<file path="config.mk">
export PLATFORM = sky130hd
export DESIGN_NAME = bl_pwm_gen
export DESIGN_NICKNAME = d
export VERILOG_FILES = /design/src/rtl/bl_pwm_pkg.sv /design/src/rtl/bl_pwm_shadow.sv /design/src/rtl/bl_pwm_count.sv /design/src/rtl/bl_pwm_gen.sv
export SDC_FILE = /design/constraint.sdc
export NUM_CORES = 1
export LEC_CHECK = 0
export BUFFER_PORTS_ARGS = -buffer_cell sky130_fd_sc_hd__buf_2
export CAP_MARGIN = 15
export CORE_MARGIN = 4
export CORE_UTILIZATION = 28
export CTS_CLUSTER_SIZE = 24
export DETAILED_ROUTE_END_ITERATION = 7
export MAX_ROUTING_LAYER = met4
export PLACE_DENSITY = 0.5
export SYNTH_ARGS = -nofsm -noshare
export SYNTH_HDL_FRONTEND = slang
export SYNTH_SLANG_ARGS = --single-unit
</file>
<file path="constraint.sdc">
create_clock -name clk -period 5.05 [get_ports clk]
set_input_delay 1.01 -clock clk [delete_from_list [all_inputs] [get_ports clk]]
set_output_delay 1.01 -clock clk [all_outputs]
set_load 0.01 [all_outputs]
</file>
<file path="src/rtl/bl_pwm_pkg.sv">
package bl_pwm_pkg;
    localparam int CTRL_W   = 8;
    localparam int EN_BIT   = 1;
    localparam int INV_BIT  = 0;

    typedef struct packed {
        logic en;
        logic pwm;
    } gen_state_t;
endpackage

</file>
<file path="src/rtl/bl_pwm_shadow.sv">
module bl_pwm_shadow #(
    parameter int PW = 8,
    parameter int SW = 16
) (
    input  logic          clk,
    input  logic          rst_n,
    input  logic          load,
    input  logic          bypass,
    input  logic [PW-1:0] raw_pre,
    input  logic [SW-1:0] raw_scl,
    input  logic [SW-1:0] raw_dut,
    output logic [PW-1:0] cur_pre,
    output logic [SW-1:0] cur_scl,
    output logic [SW-1:0] cur_dut,
    output logic [PW-1:0] shd_pre_o,
    output logic [SW-1:0] shd_scl_o
);
    typedef struct packed {
        logic [PW-1:0] pre;
        logic [SW-1:0] scl;
        logic [SW-1:0] dut;
    } shd_t;

    localparam logic [PW-1:0] PRE_ONE = PW'(1);

    shd_t          shd_q, shd_d;
    logic [PW-1:0] fix_pre;

    always_comb begin
        fix_pre = (raw_pre == '0) ? PRE_ONE : raw_pre;
        shd_d   = shd_q;
        if (load) begin
            shd_d.pre = fix_pre;
            shd_d.scl = raw_scl;
            shd_d.dut = raw_dut;
        end
        cur_pre = bypass ? fix_pre : shd_q.pre;
        cur_scl = bypass ? raw_scl : shd_q.scl;
        cur_dut = bypass ? raw_dut : shd_q.dut;
    end

    always_ff @(posedge clk or negedge rst_n) begin
        if (!rst_n) begin
            shd_q <= '{pre: PRE_ONE, scl: '0, dut: '0};
        end else begin
            shd_q <= shd_d;
        end
    end

    assign shd_pre_o = shd_q.pre;
    assign shd_scl_o = shd_q.scl;
endmodule

</file>
<file path="src/rtl/bl_pwm_count.sv">
module bl_pwm_count #(
    parameter int PW = 8,
    parameter int SW = 16
) (
    input  logic          clk,
    input  logic          rst_n,
    input  logic          adv,
    input  logic          restart,
    input  logic [PW-1:0] pre_div,
    input  logic [SW-1:0] scale,
    input  logic [SW-1:0] duty,
    output logic          active,
    output logic          wrap,
    output logic [PW-1:0] pre_q_o,
    output logic [SW-1:0] step_q_o
);
    typedef struct packed {
        logic [PW-1:0] pre;
        logic [SW-1:0] step;
    } cnt_t;

    cnt_t          cnt_q, cnt_d;
    logic [PW-1:0] base_pre;
    logic [SW-1:0] base_step;
    logic          pre_last;

    always_comb begin
        base_pre  = restart ? '0 : cnt_q.pre;
        base_step = restart ? '0 : cnt_q.step;
        wrap      = (base_step == scale);
        pre_last  = (base_pre == pre_div - PW'(1));
        // position k = step*P + pre; active while k <= P*D
        active    = (duty >= scale) || (base_step < duty) ||
                    ((base_step == duty) && (base_pre == '0));
        cnt_d = cnt_q;
        if (adv) begin
            if (wrap) begin
                cnt_d.pre  = '0;
                cnt_d.step = '0;
            end else if (pre_last) begin
                cnt_d.pre  = '0;
                cnt_d.step = base_step + SW'(1);
            end else begin
                cnt_d.pre  = base_pre + PW'(1);
                cnt_d.step = base_step;
            end
        end
    end

    always_ff @(posedge clk or negedge rst_n) begin
        if (!rst_n) begin
            cnt_q <= '0;
        end else begin
            cnt_q <= cnt_d;
        end
    end

    assign pre_q_o  = cnt_q.pre;
    assign step_q_o = cnt_q.step;
endmodule

</file>
<file path="src/rtl/bl_pwm_gen.sv">
module bl_pwm_gen
    import bl_pwm_pkg::*;
#(
    parameter int PW = 8,
    parameter int SW = 16
) (
    input  logic              clk,
    input  logic              rst_n,
    input  logic              ref_tick,
    input  logic [PW-1:0]     cfg_prediv,
    input  logic [SW-1:0]     cfg_scale,
    input  logic [SW-1:0]     cfg_duty,
    input  logic [CTRL_W-1:0] cfg_ctrl,
    output logic              pwm_o
);
    gen_state_t    st_q, st_d;
    logic          en_req, inv_req, start, run_tick, shd_load;
    logic          active, wrap;
    logic [PW-1:0] cur_pre, shd_pre, pre_q;
    logic [SW-1:0] cur_scl, cur_dut, shd_scl, step_q;
    logic          en_q;

    assign en_req   = cfg_ctrl[EN_BIT];
    assign inv_req  = cfg_ctrl[INV_BIT];
    assign start    = ref_tick && en_req && !st_q.en;
    assign run_tick = ref_tick && en_req;
    assign shd_load = run_tick && (start || wrap);
    assign en_q     = st_q.en;

    bl_pwm_shadow #(.PW(PW), .SW(SW)) i_shadow (
        .clk       (clk),
        .rst_n     (rst_n),
        .load      (shd_load),
        .bypass    (start),
        .raw_pre   (cfg_prediv),
        .raw_scl   (cfg_scale),
        .raw_dut   (cfg_duty),
        .cur_pre   (cur_pre),
        .cur_scl   (cur_scl),
        .cur_dut   (cur_dut),
        .shd_pre_o (shd_pre),
        .shd_scl_o (shd_scl)
    );

    bl_pwm_count #(.PW(PW), .SW(SW)) i_count (
        .clk      (clk),
        .rst_n    (rst_n),
        .adv      (run_tick),
        .restart  (start),
        .pre_div  (cur_pre),
        .scale    (cur_scl),
        .duty     (cur_dut),
        .active   (active),
        .wrap     (wrap),
        .pre_q_o  (pre_q),
        .step_q_o (step_q)
    );

    always_comb begin
        st_d = st_q;
        if (ref_tick) begin
            st_d.en  = en_req;
            st_d.pwm = en_req ? (active ^ inv_req) : 1'b1;
        end
    end

    always_ff @(posedge clk or negedge rst_n) begin
        if (!rst_n) begin
            st_q <= '{en: 1'b0, pwm: 1'b1};
        end else begin
            st_q <= st_d;
        end
    end

    assign pwm_o = st_q.pwm;
endmodule

</file>
# Word level (Yosys, flattened, before mapping)
# Cells that the tools add are included.
[word_totals]
out_inout_bits = 1
register_bits = 66
elab_cells = 35
inputBits = 51
[classes]
bitwise = 1
eq_ne = 3
addsub = 3
mux = 9
n_lt_le_gt_ge = 2
n_reduce_logical = 10
[ops]
columns = ["cell", "count"]
rows = [
  ["two-way mux 16 bit", 3],
  ["two-way mux 24 bit", 2],
  ["== test 16 bit", 2],
  ["two-way mux 8 bit", 3],
  ["adder 16 x 1 -> 16 bit (second input constant)", 1],
  ["greater-or-equal comparator 16 bit", 1],
  ["logical NOT 8 bit", 2],
  ["less-than comparator 16 bit", 1],
  ["adder 8 x 1 -> 8 bit (second input constant)", 1],
  ["== test 8 bit", 1],
  ["subtractor 8 x 1 -> 8 bit (second input constant)", 1],
  ["logical AND 1 bit", 4],
  ["logical OR 1 bit", 3],
  ["logical NOT 1 bit", 1],
  ["two-way mux 1 bit", 1],
  ["bitwise XOR 1 bit", 1],
]

# Longest topological paths before layout
# Gate-level depths: netlist of the first run.
[logic_depth]
depth_word = 8
depth_mapped = 16
depth_no_buf = 12

# Cells and area by module
# Synthesis of the first run repeated with hierarchy kept, for this count alone.
[hier_totals]
hier_cells = 587
hier_area_um2 = 5489.0
[by_module_without_submodules]
columns = ["module", "n_inst", "seq_area_each_um2", "cells_each", "area_per_inst_um2"]
rows = [
  ["bl_pwm_count", 1, 600.6, 419, 3230.6],
  ["bl_pwm_shadow", 1, 1002.2, 157, 2158.3],
  ["bl_pwm_gen", 1, 51.3, 11, 100.1],
]

# Worst setup path before layout of the first run
# Ideal clock, no wire load.
[synth_path]
path_type = "input to register"
from = "input port ref_tick"
to = "register i_count.cnt_q, in the netlist i_count.step_q_o[12]"
required_time_ps = 4980
n_path_buf = 3
path_stages = 13
setup_ps = 70
arrival_time_ps = 4278
path_slack_ps = 703
path_cell_list = "nand3b_1 -> clkbuf_1 -> clkbuf_1 -> clkbuf_1 -> mux2i_1 -> ha_1 -> nor3b_1 -> xnor2_1 -> o32a_1 -> a211oi_2 -> nand2_2 -> or4_1 -> nand3_1"
[synth_via]
elab_chain_cells = 7
word_cells_on_any_way = 12
classes_between = "add/sub (2); eq/ne (2); mux (6); reduce/logical (2)"
[synth_lines]
columns = ["element", "line", "source"]
rows = [
  ["from (decl)", "bl_pwm_gen.sv:9", "input logic ref_tick,"],
  ["logical AND 1 bit (*)", "bl_pwm_gen.sv:25, bl_pwm_gen.sv:26", ""],
  ["logical AND 1 bit", "bl_pwm_gen.sv:25", "assign start = ref_tick && en_req && !st_q.en;"],
  ["two-way mux 8 bit", "bl_pwm_shadow.sv:37", "cur_pre = bypass ? fix_pre : shd_q.pre;"],
  ["subtractor 8 x 1 -> 8 bit", "bl_pwm_count.sv:31", "pre_last = (base_pre == pre_div - PW'(1));"],
  ["== test 8 bit", "bl_pwm_count.sv:31", ""],
  ["two-way mux 24 bit", "bl_pwm_count.sv:40", "end else if (pre_last) begin"],
  ["two-way mux 24 bit", "bl_pwm_count.sv:37", "if (wrap) begin"],
  ["to (signal assigned)", "bl_pwm_count.sv:54", "cnt_q <= cnt_d;"],
  ["to (decl)", "bl_pwm_count.sv:22", "cnt_t cnt_q, cnt_d;"],
]
# Every way passes the cells marked *; elsewhere a longest branch is shown, timed or not.
# A chain may end at the register's enable or synchronous reset.

# Worst setup path after layout of the first run
[layout_path]
from = "input port cfg_prediv[3]"
to = "register i_count.cnt_q, in the netlist i_count.step_q_o[8]"
[layout_via]
elab_chain_cells = 7
[layout_lines]
columns = ["element", "line", "source"]
rows = [
  ["from (decl)", "bl_pwm_gen.sv:10", "input logic [PW-1:0] cfg_prediv,"],
  ["logical NOT 8 bit", "bl_pwm_shadow.sv:30", "fix_pre = (raw_pre == '0) ? PRE_ONE : raw_pre;"],
  ["two-way mux 8 bit (*)", "bl_pwm_shadow.sv:30", ""],
  ["two-way mux 8 bit (*)", "bl_pwm_shadow.sv:37", ""],
  ["subtractor 8 x 1 -> 8 bit (*)", "bl_pwm_count.sv:31", ""],
  ["== test 8 bit (*)", "bl_pwm_count.sv:31", ""],
  ["two-way mux 24 bit (*)", "bl_pwm_count.sv:40", ""],
  ["two-way mux 24 bit (*)", "bl_pwm_count.sv:37", ""],
]
# Marked as above.

==> results of run 1 <==
## sequential cells by signal, indices dropped and copies added (netlist names)
register	count
i_count.step_q_o	16
en_q	1
i_shadow.shd_scl_o	16
i_shadow.shd_pre_o	8
i_count.pre_q_o	8
pwm_o	1
i_shadow.shd_q	16
## path summary, 6_finish.rpt
path                                   startpoint             endpoint  slack, ns  cells past startpoint
worst min register to register  i_shadow.shd_q[6]    i_shadow.shd_q[6]       0.50                      1
worst max register to register               en_q                pwm_o       1.26                     12
max in group asynchronous                   rst_n    i_shadow.shd_q[5]       3.26                      2
worst max-delay path                cfg_prediv[3]  i_count.step_q_o[8]       0.93                     13
min in group asynchronous                   rst_n   i_count.pre_q_o[6]       0.83                      1
worst min-delay path            i_shadow.shd_q[6]    i_shadow.shd_q[6]       0.50                      1
## power by group
part | total (uW) | internal, uW | switching [uW]
logic | 592 | 273 | 318
registers | 733 | 621 | 112
clock network | 587 | 353 | 233
## cell type report
| type | count | area (um2) | area share |
|---|---|---|---|
| clock buffers | 12 | 256 | 0.0449 |
| clock inverters | 3 | 15.0 | 0.00263 |
| inverters | 32 | 120 | 0.0210 |
| multi-input cells | 421 | 3080 | 0.540 |
| flip-flops and latches | 66 | 1650 | 0.290 |
| well taps | 225 | 282 | 0.0493 |
| repair buffers | 55 | 300 | 0.0526 |
## cell usage in the layout, fill, tap and decap left out, drive strengths merged, types with 17 or more instances in the layout
master  netlist  layout
mux2i        22      22
o21ai        18      18
buf           8      55
nand4        17      17
mux2         35      35
nand2        65      65
ha           34      34
nor2         19      19
a31oi        17      17
dfrtp        64      64
inv          31      31
xor2         17      17
## layer usage
metal / up-vias / GRT usage
met5: - / -
met4: 0 / 0.0459
met3: 15 / 0.0397
met2: 96 / 0.231
met1: 2165 / 0.213
li1: 2100 / -
## cells by family (layout without fill, tap and decap cells)
family	Yosys count	count (layout)	share of synthesized area
xor gates and xnor gates	27	27	0.0477
DFF	66	66	0.333
muxes	57	57	0.124
AOI/OAI and AO/OA	97	97	0.139
and+or+nand+nor	205	205	0.221
adders and majority gates	35	35	0.0877
buffers and inverters	59	102	0.0474
## per-stage QoR
| step | cell area (um2) | utilization | hold WS [ns] | total power, uW | worst slack (ns) |
|---|---|---|---|---|---|
| detailed placement | 5440 | 0.313 | 0.497 | 1330 | 0.620 |
| global route | 5710 | 0.329 | 0.519 | 2040 | 0.619 |
| CTS | 5710 | 0.329 | 0.510 | 1930 | 0.967 |
| floorplan | 4960 | - | 0.470 | 1140 | 0.703 |
| global placement | 5440 | 0.313 | 0.489 | 1310 | 0.728 |
| finish | 5710 | 0.329 | 0.502 | 1910 | 0.926 |
==> results.md, run 1 <==
* Setup TNS at 0 ns
* Post-synth top area share at 0.323
* Cts hold-fix bufs at 0
* Worst Setup End Kind: register
* DRC at 0
* M1 WL at roughly 7400 um
* Core area at between 0.015 and 0.02 mm2
* Placed cells at between 700 and 800
* RSZ-0062 raised after global routing: no
* Met2 WL at ~6700 um
* First-pass GRT wire length at about 24000 um
* GP Congestion at 0.857
* Initial antenna violation count at 0
* Post-synthesis net count at between 600 and 700
* CP max stage cell: or4_1
* Post-synthesis register bit count at 66
* Post-synth ARST share at 1.00
* Ports at between 50 and 60
* Leading area contributor after synthesis: dfrtp_1
* Die height at about 140 um
* Number of synthesized flops with an enable pin at 0
* Grt total ovfl at 0
* VDD IR max at around 0.15 mV
* Top cells by count, synth: dfrtp_1, nand2_1, mux2_2, ha_1, inv_1
* Post-synthesis cell area at slightly below 0.005 mm2
* Area contributors post-synth: dfrtp_1, ha_1, mux2_2, nand2_1, mux2i_1
* Number of max-cap violations at 0
* P&R area growth vs syn at 15.1%
* Final setup violation count at 0
* Min-Delay Path Class: reg2reg
* Die Wd at between 100 and 150 um
* Sink Count at 66
* DR iter-0 viols at ~270
* Crit path buffers/inverters at 1
* Initial Utilization at 0.286
* Detailed Place HPWL at ~11000 um
* Startpoint Class: input port
* Post-CTS Setup Inserts at 0
* Clock skew at around 0.0067 ns
* Synthesized area per cell at 9.09 um2
* Delay-heaviest family, CP: simple AND/OR/NAND/NOR gates
* Largest stage delay, worst path at 0.59 ns
* Worst path cell trace: buf_2 -> nor4_1 -> a31oi_1 -> nor2_1 -> a21oi_1 -> ha_1 -> xor2_1 -> or3_1 -> o32a_1 -> a211oi_2 -> nand2_2 -> or4_1 -> nand3_1
* WP data required at approximately 5.3 ns
* Clk buf depth at 2
* Syn. warnings at 0
* Synth cell types at between 60 and 70
* Diodes inserted at 0
* Vias at ~4400
* CTS tree: built
* Highest routed layer: met4
* Tcrit/Tclk final at 0.817
* Row cnt at between 40 and 50
* Status: completed
* Nets at 670
* Ys flop type: dfrtp_1
* Drt first pass iters at 4
* Worst Tran Pin Value at a little under 1 ns
* Finished Layout Cells at approximately 810
* Peak Freq at around 0.24 GHz
* Number of global-route vias before repair at 4343
* Seq/Total Area, Yosys at 0.333
* WL met3 at approximately 830 um
* Crit Path Class: in2reg
* Max transition margin at 0.352
* Pwr dens at between 300 and 400 mW/mm2
* H-tree depth at 3
* CP max FO at 18
* Post_cts resized at 0
* Die area at 0.0199 mm2
* Final hold vios at 0
* Clk pin slew, worst setup/hold paths at ~0.05 ns
* WL/cell at approximately 19 um
* Total track usage at 0.157
* Gate Count Post-Synth at around 550
* Filler instances at roughly 1800
* CP arrival at 4.40 ns
* Total Routed Length at ~15000 um
* DR vias/cell at between 5 and 6
* Worst skew pair latency at 0.34 ns
* Period minus WS final at 4.12 ns
* Layout cell share with drive strength beyond 1 at 0.195
* DRT antenna net count at 0
* Slew Limit Fails at 0
* Port Buf Inserts at 45
* Cell leakage power at around 0.0027 uW
* CTS root buffer: clkbuf_16
* CTS buffer count at 9
* Largest net degree at the start of global routing at 46
(Power assumes the default switching activity.)
==> run 2, diff against run 1 <==
--- a/config.mk
+++ b/config.mk
@@ -5,6 +5,7 @@
 export SDC_FILE = /design/constraint.sdc
 export NUM_CORES = 1
 export LEC_CHECK = 0
+export ABC_AREA = 1
 export BUFFER_PORTS_ARGS = -buffer_cell sky130_fd_sc_hd__buf_2
 export CAP_MARGIN = 15
 export CORE_MARGIN = 4
@@ -12,7 +13,7 @@
 export CTS_CLUSTER_SIZE = 24
 export DETAILED_ROUTE_END_ITERATION = 7
 export MAX_ROUTING_LAYER = met4
-export PLACE_DENSITY = 0.5
+export PLACE_DENSITY = 0.51
 export SYNTH_ARGS = -nofsm -noshare
 export SYNTH_HDL_FRONTEND = slang
 export SYNTH_SLANG_ARGS = --single-unit
==> constraint.sdc (replaced) <==
create_clock -name clk -period 3.5 [get_ports clk]
set_input_delay 0.7 -clock clk [delete_from_list [all_inputs] [get_ports clk]]
set_output_delay 0.7 -clock clk [all_outputs]
set_load 0.01 [all_outputs]
==> run 2 against run 1 <==
  * Via count rose by 16%
  * Wire length is essentially flat
  * Synthesized area up 6.9%
  * Core utilization increased by 0.74 points
  * Sequential cell count is the same
  * Worst hold slack lost 0.026 ns
  * Power grew 65%
  * Sequential share of layout area shrank 2.6 points
  * Die area rose by 6.5%
  * Worst setup slack lost 0.35 ns
  * Final cell count rose by 37%
  * Largest cell class unchanged
==> results.md, run 2 <==
* Status: completed
* Ports at 52 (unchanged)
* Post-synthesis net count at 897 (+42%)
* Number of synthesized flops with an enable pin at 0 (unchanged)
* Die Wd at 146 um (+3.2%)
* Clk pin slew, worst setup/hold paths at 0.06 ns (about the same)
* Vias at 5089 (+16%)
* CTS root buffer: clkbuf_16
* Number of max-cap violations at 0 (unchanged)
* Post-synth top area share at 0.302 (-0.0209)
* RSZ-0062 raised after global routing: no
* Synth cell types at 35 (-45%)
* Post-synth ARST share at 1.00 (unchanged)
* Core area at 0.0186 mm2 (+7.4%)
* Synthesized area per cell at 6.53 um2 (-28%)
* Worst R2R Path Depth at 15 (+3)
* Seq/Total Area, Yosys at 0.312 (-0.0216)
* CP max stage cell: or2_2
* Area of the multi-input gates at 0.00293 mm2 (-4.9%)
* Die height at 146 um (+3.2%)
* H-tree depth at 3 (unchanged)
* Post_cts resized at 0 (unchanged)
* WL/cell at 13.5 um (-27%)
* Largest net degree at the start of global routing at 67 (+46%)
* Total track usage at 0.153 (-0.00417)
* Ys flop type: dfrtp_1
* Clk buf depth at 2 (unchanged)
* Commonest cells after routing, fill and taps aside: nand2_1, inv_1, dfrtp_1, o21ai_1, nor2_1
* Sink Count at 66 (unchanged)
* Pwr dens at 501 mW/mm2 (+50%)
* Delay-heaviest family, CP: simple AND/OR/NAND/NOR gates
* Total Routed Length at 15100 um (about the same)
* Layout cell share with drive strength beyond 1 at 0.146 (-0.0490)
* Top cells by count, synth: nand2_1, inv_1, dfrtp_1, o21ai_1, nor2_1
* Startpoint Class: input port
* Gate Count Post-Synth at 812 (+49%)
* R2R Path End: i_count.step_q_o[5]
* WP data required at 3.72 ns (-1.61 ns)
* Setup TNS at 0 ns (unchanged)
* Cell leakage power at 0.00335 uW (+25%)
* DRC at 0 (unchanged)
* Grt total ovfl at 0 (unchanged)
* Die area at 0.0212 mm2 (+6.5%)
* First-pass GRT wire length at 25400 um (+6.6%)
* Syn. warnings at 0 (unchanged)
* Initial antenna violation count at 0 (unchanged)
* P&R area growth vs syn at 18.2%
* Detailed Place HPWL at 11800 um (+6.8%)
* Post-synthesis cell area at 0.00531 mm2 (+6.9%)
* CTS tree: built
* Post-synthesis register bit count at 66 (unchanged)
* Final hold vios at 0 (unchanged)
* Worst skew pair latency at 0.34 ns (about the same)
* Pre-CTS setup slack at 0.207 ns (-0.413 ns)
* Leading area contributor after synthesis: dfrtp_1
* CP arrival at 3.14 ns (-1.26 ns)
* CP max FO at 17 (-1)
* DR vias/cell at 4.56 (-15%)
* Post-CTS Setup Inserts at 0 (unchanged)
* Diodes inserted at 0 (unchanged)
* Final setup violation count at 0 (unchanged)
* Largest stage delay, worst path at 0.28 ns (-0.31 ns)
* DR iter-0 viols at 245 (-7.9%)
* Drt first pass iters at 5 (+1)
* GP Congestion at 0.910 (+6.2%)
* Worst Setup End Kind: register
* Number of global-route vias before repair at 4882 (+12%)
* Crit path buffers/inverters at 2 (+1)
* Worst Tran Pin Value at 0.903 ns (-0.0686 ns)
* Filler instances at 2051 (+14%)
* Peak Freq at around 0.34 GHz
* FF-to-FF setup slack at 0.64 ns (-0.62 ns)
* CTS buffer count at 9 (unchanged)
* Clock skew at 0.00720 ns (+0.000524 ns)
* Min-Delay Path Class: in2async
* Tcrit/Tclk final at 0.835
* Worst path cell trace: buf_2 -> nand2_1 -> nor2_4 -> buf_12 -> or2_2 -> nand2_2 -> ha_1 -> nand3_1 -> nor2_1 -> nand3_1 -> nand2_1 -> nand3_1 -> nor2_4 -> nand2_2 -> nor2_1 -> nand2_1 -> nand3_1 -> o21ai_1
* Most common cell in the netlist: nand2_1
* CP dominant cell by count: nand3_1
* Initial Utilization at 0.285 (-0.00127)
* Final worst setup slack at 0.578 ns (-0.348 ns)
* Port Buf Inserts at 45 (unchanged)
* Area contributors post-synth: dfrtp_1, nand2_1, inv_1, ha_1, o21ai_1
* DRT antenna net count at 0 (unchanged)
* R2r startpoint: en_q
* Max transition margin at 0.398 (+0.0458)
* Cts hold-fix bufs at 0 (unchanged)
* Nets at 963 (+44%)
* Most common cell after layout, fill and taps aside: nand2_1
* Period minus WS final at approximately 2.9 ns
* Slew Limit Fails at 0 (unchanged)
* Row cnt at 50 (+4.2%)
* Crit Path Class: in2reg
* VDD IR max at 0.222 mV (+46%)
* Sequential Area at 0.00165 mm2 (unchanged)
-- run 2: changes by cell type in the layout (fill, tap and decap cells not counted), sizes merged, moves of 14 or more --
cell / previous run / this run
nand2: 65 / 240
and3: 15 / 0
inv: 31 / 154
mux2: 35 / 0
nor4: 15 / 0
nor2: 19 / 65
buf: 55 / 79
o21ai: 18 / 91
mux2i: 22 / 0
nand3: 14 / 42
a31oi: 17 / 0
and2: 14 / 0
-- run 2: worst register-to-register path, stage by stage (launching register included) --
cell     delay, ns
dfrtp_1       0.42
inv_2         0.12
nand3_2       0.35
buf_4         0.36
nand2_2       0.08
nand3_1       0.15
nor2_1        0.21
nand3_1       0.12
nand2_1       0.08
nand3_1       0.10
nor2_4        0.17
nand2_2       0.19
nor2_1        0.18
nand2_1       0.07
nand3_1       0.09
o21ai_1       0.06
-- run 2: kinds of logic after synthesis --
family                     Yosys count  synth area share
buffers and inverters              179             0.135
AOI/OAI and AO/OA                  130             0.132
xor gates and xnor gates            11            0.0182
adders and majority gates           34            0.0802
and+or+nand+nor                    392             0.322
DFF                                 66             0.312
-- run 2: metal layers --
metal	global-route usage	wire length [um]	vias up
met4	0.0503	328	0
met5	-	0	-
met2	0.228	6620	95
li1	-	-	2701
met3	0.0262	577	25
met1	0.210	7550	2268
-- run 2: through the flow --
stage	instance area (um2)	total power, uW	util	hold WS [ns]	cells
after floorplan	5310	1870	-	0.404	812
after global placement	5980	2250	0.321	0.465	1101
after detailed placement	5980	2270	0.321	0.465	1101
after CTS	6270	3190	0.337	0.481	1116
after global routing	6270	3440	0.337	0.509	1116
final	6270	3150	0.337	0.477	1116
-- run 2: worst max path at each step --
| stage | start | to | slack [ns] | cells past startpoint |
|---|---|---|---|---|
| 2_1_floorplan | ref_tick | pwm_o | 0.54 | 19 |
| 3_3_place_gp | ref_tick | i_count.step_q_o[5] | 0.24 | 18 |
| 3_5_place_dp | ref_tick | i_count.step_q_o[5] | 0.21 | 18 |
| 4_1_cts | ref_tick | i_count.step_q_o[5] | 0.57 | 18 |
| 5_1_grt | ref_tick | i_count.step_q_o[5] | 0.31 | 18 |
| 6_report | ref_tick | i_count.step_q_o[5] | 0.58 | 18 |
-- run 2: where the power goes --
group	internal, uW	total, uW	switching [uW]
Clock	551	903	352
Combinational	466	1240	775
Sequential	908	1000	92.6
-- run 2: final cells by class --
class,instances,share of cell area
Tap cell,234,0.0467
Clock buffer,13,0.0447
Clock inverter,2,0.00160
Sequential cell,66,0.264
Timing Repair Buffer,79,0.0830
Inverter,155,0.0927
Multi-Input combinational cell,567,0.468
==> run 3, diff against run 2 <==
--- a/config.mk
+++ b/config.mk
@@ -5,7 +5,7 @@
 export SDC_FILE = /design/constraint.sdc
 export NUM_CORES = 1
 export LEC_CHECK = 0
-export ABC_AREA = 1
+export ABC_AREA = 0
 export BUFFER_PORTS_ARGS = -buffer_cell sky130_fd_sc_hd__buf_2
 export CAP_MARGIN = 15
 export CORE_MARGIN = 4
@@ -13,7 +13,7 @@
 export CTS_CLUSTER_SIZE = 24
 export DETAILED_ROUTE_END_ITERATION = 7
 export MAX_ROUTING_LAYER = met4
-export PLACE_DENSITY = 0.51
+export PLACE_DENSITY = 0.5
 export SYNTH_ARGS = -nofsm -noshare
 export SYNTH_HDL_FRONTEND = slang
 export SYNTH_SLANG_ARGS = --single-unit
==> constraint.sdc (replaced) <==
create_clock -name clk -period 3 [get_ports clk]
set_input_delay 0.6 -clock clk [delete_from_list [all_inputs] [get_ports clk]]
set_output_delay 0.6 -clock clk [all_outputs]
set_load 0.01 [all_outputs]
==> run 3 against run 2 <==
  * The flow now finishes with violations (setup timing)
  * Sequential cell count stayed put
  * Design area rose by 10%
  * Final cell count decreased by 19%
  * Worst setup slack lost 0.64 ns
  * Largest cell class unchanged
  * Sequential power is 24% higher
  * Combinational power up 8%
  * Highest routed layer unchanged
  * Die area fell by 6.1%
==> results.md, run 3 (same netlist as run 1, synthesis figures left out) <==
* Port Buf Inserts at 45 (unchanged)
* CTS buffer count at 9 (unchanged)
* Clock skew at 0.00770 ns (+0.000501 ns)
* Detailed Place HPWL at 12000 um (+2.2%)
* Delay-heaviest family, CP: compound AO/OA/AOI/OAI gates
* Worst Tran Pin Value at 0.704 ns (-0.199 ns)
* Largest net degree at the start of global routing at 41 (-39%)
* Cell leakage power at 0.00324 uW (-3.5%)
* Layout cell share with drive strength beyond 1 at 0.368 (+0.222)
* Final hold vios at 0 (unchanged)
* Crit path depth at 13 (-5)
* Placed cells at 865 (-21%)
* Worst path cell trace: nand3b_1 -> buf_6 -> buf_12 -> mux2i_4 -> ha_4 -> xor2_1 -> or3_1 -> o32a_1 -> a211o_4 -> nor2_4 -> buf_4 -> o41ai_1 -> a32o_1
* Tcrit/Tclk final at 1.02
* Number of max-cap violations at 0 (unchanged)
* Final Hold Slack at 0.298 ns (-0.178 ns)
* Die height at 141 um (-3.1%)
* Final setup violation count at 9 (+9)
* Violated checks: setup timing
* DR iter-0 viols at 307 (+25%)
* CP max stage cell: dfrtp_1
* Sink Count at 66 (unchanged)
* Ports at 52 (unchanged)
* First-pass GRT wire length at 26000 um (+2.4%)
* Crit path buffers/inverters at 3 (+1)
* Min-Delay Path Class: in2async
* Total track usage at 0.173 (+0.0201)
* Commonest cells after routing, fill and taps aside: buf_4, dfrtp_1, nand2_1, buf_2, mux2_2
* Number of global-route vias before repair at 4701 (-3.7%)
* Grt total ovfl at 0 (unchanged)
* R2R Path End: i_count.pre_q_o[2]
* Crit Path Class: reg2reg
* Final Core Density at 0.398 (+0.0612)
* DRC at 0 (unchanged)
* CP Launch Point: en_q
* Cts hold-fix bufs at 0 (unchanged)
* Drt first pass iters at 5 (unchanged)
* Initial antenna violation count at 0 (unchanged)
* Finished Layout Cells at 900 (-19%)
* CP arrival at 3.29 ns (+0.15 ns)
* Final worst setup slack at -0.0579 ns (-0.636 ns)
* DR vias/cell at 5.31 (+16%)
* Status: finished, violations left
* Largest stage delay, worst path at 0.37 ns (+0.09 ns)
* Worst Setup End Kind: register
* Startpoint Class: register
* Peak Freq at 0.327 GHz
* WP data required at 3.23 ns (-0.49 ns)
* Fin area at 0.00690 mm2 (+10%)
* Die Wd at 141 um (-3.1%)
* H-tree depth at 3 (unchanged)
* Clk buf depth at 2 (unchanged)
* RSZ-0062 raised after global routing: yes
* Post-DP Area at 0.00601 mm2 (+0.50%)
* Vias at 4775 (-6.2%)
* Max transition margin at 0.531 (+0.133)
* Slew Limit Fails at 0 (unchanged)
* FF-to-FF setup slack at -0.06 ns (-0.70 ns)
* VDD IR max at 0.350 mV (+58%)
* CTS tree: built
* GP Congestion at 0.873 (-4.1%)
* Initial Utilization at 0.286 (+0.00127)
* Pwr dens at 544 mW/mm2 (+8.5%)
* Period minus WS final at between 3 and 4 ns
* P&R area growth vs syn at 39.1%
* Most common cell after layout, fill and taps aside: buf_4
* Clk pin slew, worst setup/hold paths at 0.05 ns (about the same)
* Worst skew pair latency at 0.35 ns (about the same)
* Total Routed Length at 16700 um (+11%)
* Die area at 0.0199 mm2 (-6.1%)
* Core area at 0.0174 mm2 (-6.9%)
* DRT antenna net count at 0 (unchanged)
* WL/cell at 18.6 um (+38%)
* R2r startpoint: en_q
* Nets at 754 (-22%)
* Row cnt at 48 (-4.0%)
* Worst R2R Path Depth at 13 (-2)
* CP max FO at 6 (-11)
* CTS root buffer: clkbuf_16
==> run 3: cell count changes in the layout (fill, tap and decap cells not counted), moves of 14 or more <==
cell and change:
nand2_1 -174, inv_1 -116, o21ai_1 -60, buf_4 +43, nor2_1 -39, mux2_2 +35
nand3_1 -28, mux2i_1 +20, and3_1 +14
==> run 3: worst max path at each step <==
stage	end	slack (ns)
after floorplan	i_count.step_q_o[0]	-0.22
after global placement	pwm_o	-0.54
after detailed placement	pwm_o	-0.58
after CTS	pwm_o	-0.02
after global routing	i_count.step_q_o[5]	-0.19
final	i_count.pre_q_o[2]	-0.06
==> run 3: routing by layer <==
| layer | part of all wire | GRT usage | vias up |
|---|---|---|---|
| li1 | - | - | 2274 |
| met1 | 0.45 | 0.229 | 2344 |
| met2 | 0.47 | 0.265 | 134 |
| met3 | 0.061 | 0.0377 | 23 |
| met4 | 0.019 | 0.0520 | 0 |
| met5 | 0 | - | - |
==> run 3: stage by stage <==
step                setup slack [ns]  power [uW]  setup TNS [ns]
finish                       -0.0579        3750          -0.300
global placement              -0.541        2380           -7.18
global route                  -0.188        3990           -2.35
CTS                          -0.0194        3700         -0.0194
floorplan                     -0.222        1940           -2.89
detailed placement            -0.581        2420           -7.93
==> run 3: where the power goes <==
| group | internal [uW] | switching [uW] |
|---|---|---|
| sequential | 1040 | 196 |
| clock | 748 | 425 |
| combinational | 673 | 668 |
| total | 2470 | 1290 |
==> run 3: area by class of cell <==
| class | instances | area (um2) |
|---|---|---|
| clock buffer | 11 | 243 |
| antenna | 1 | 2.50 |
| fill | 1729 | 10500 |
| clock inverter | 5 | 77.6 |
| sequential | 66 | 1650 |
| inverter | 32 | 120 |
| tap | 225 | 282 |
| multi-input combinational | 422 | 3450 |
| timing repair buffer | 138 | 1080 |
==> run 3: what timing repair did <==
| item | in CTS | in global routing |
|---|---|---|
| setup buffers | 5 | 11 |
| setup endpoints to repair | 6 | 21 |
| cloned | 2 | 2 |
| pin swaps | 20 | 37 |
| resized for setup | 36 | 45 |
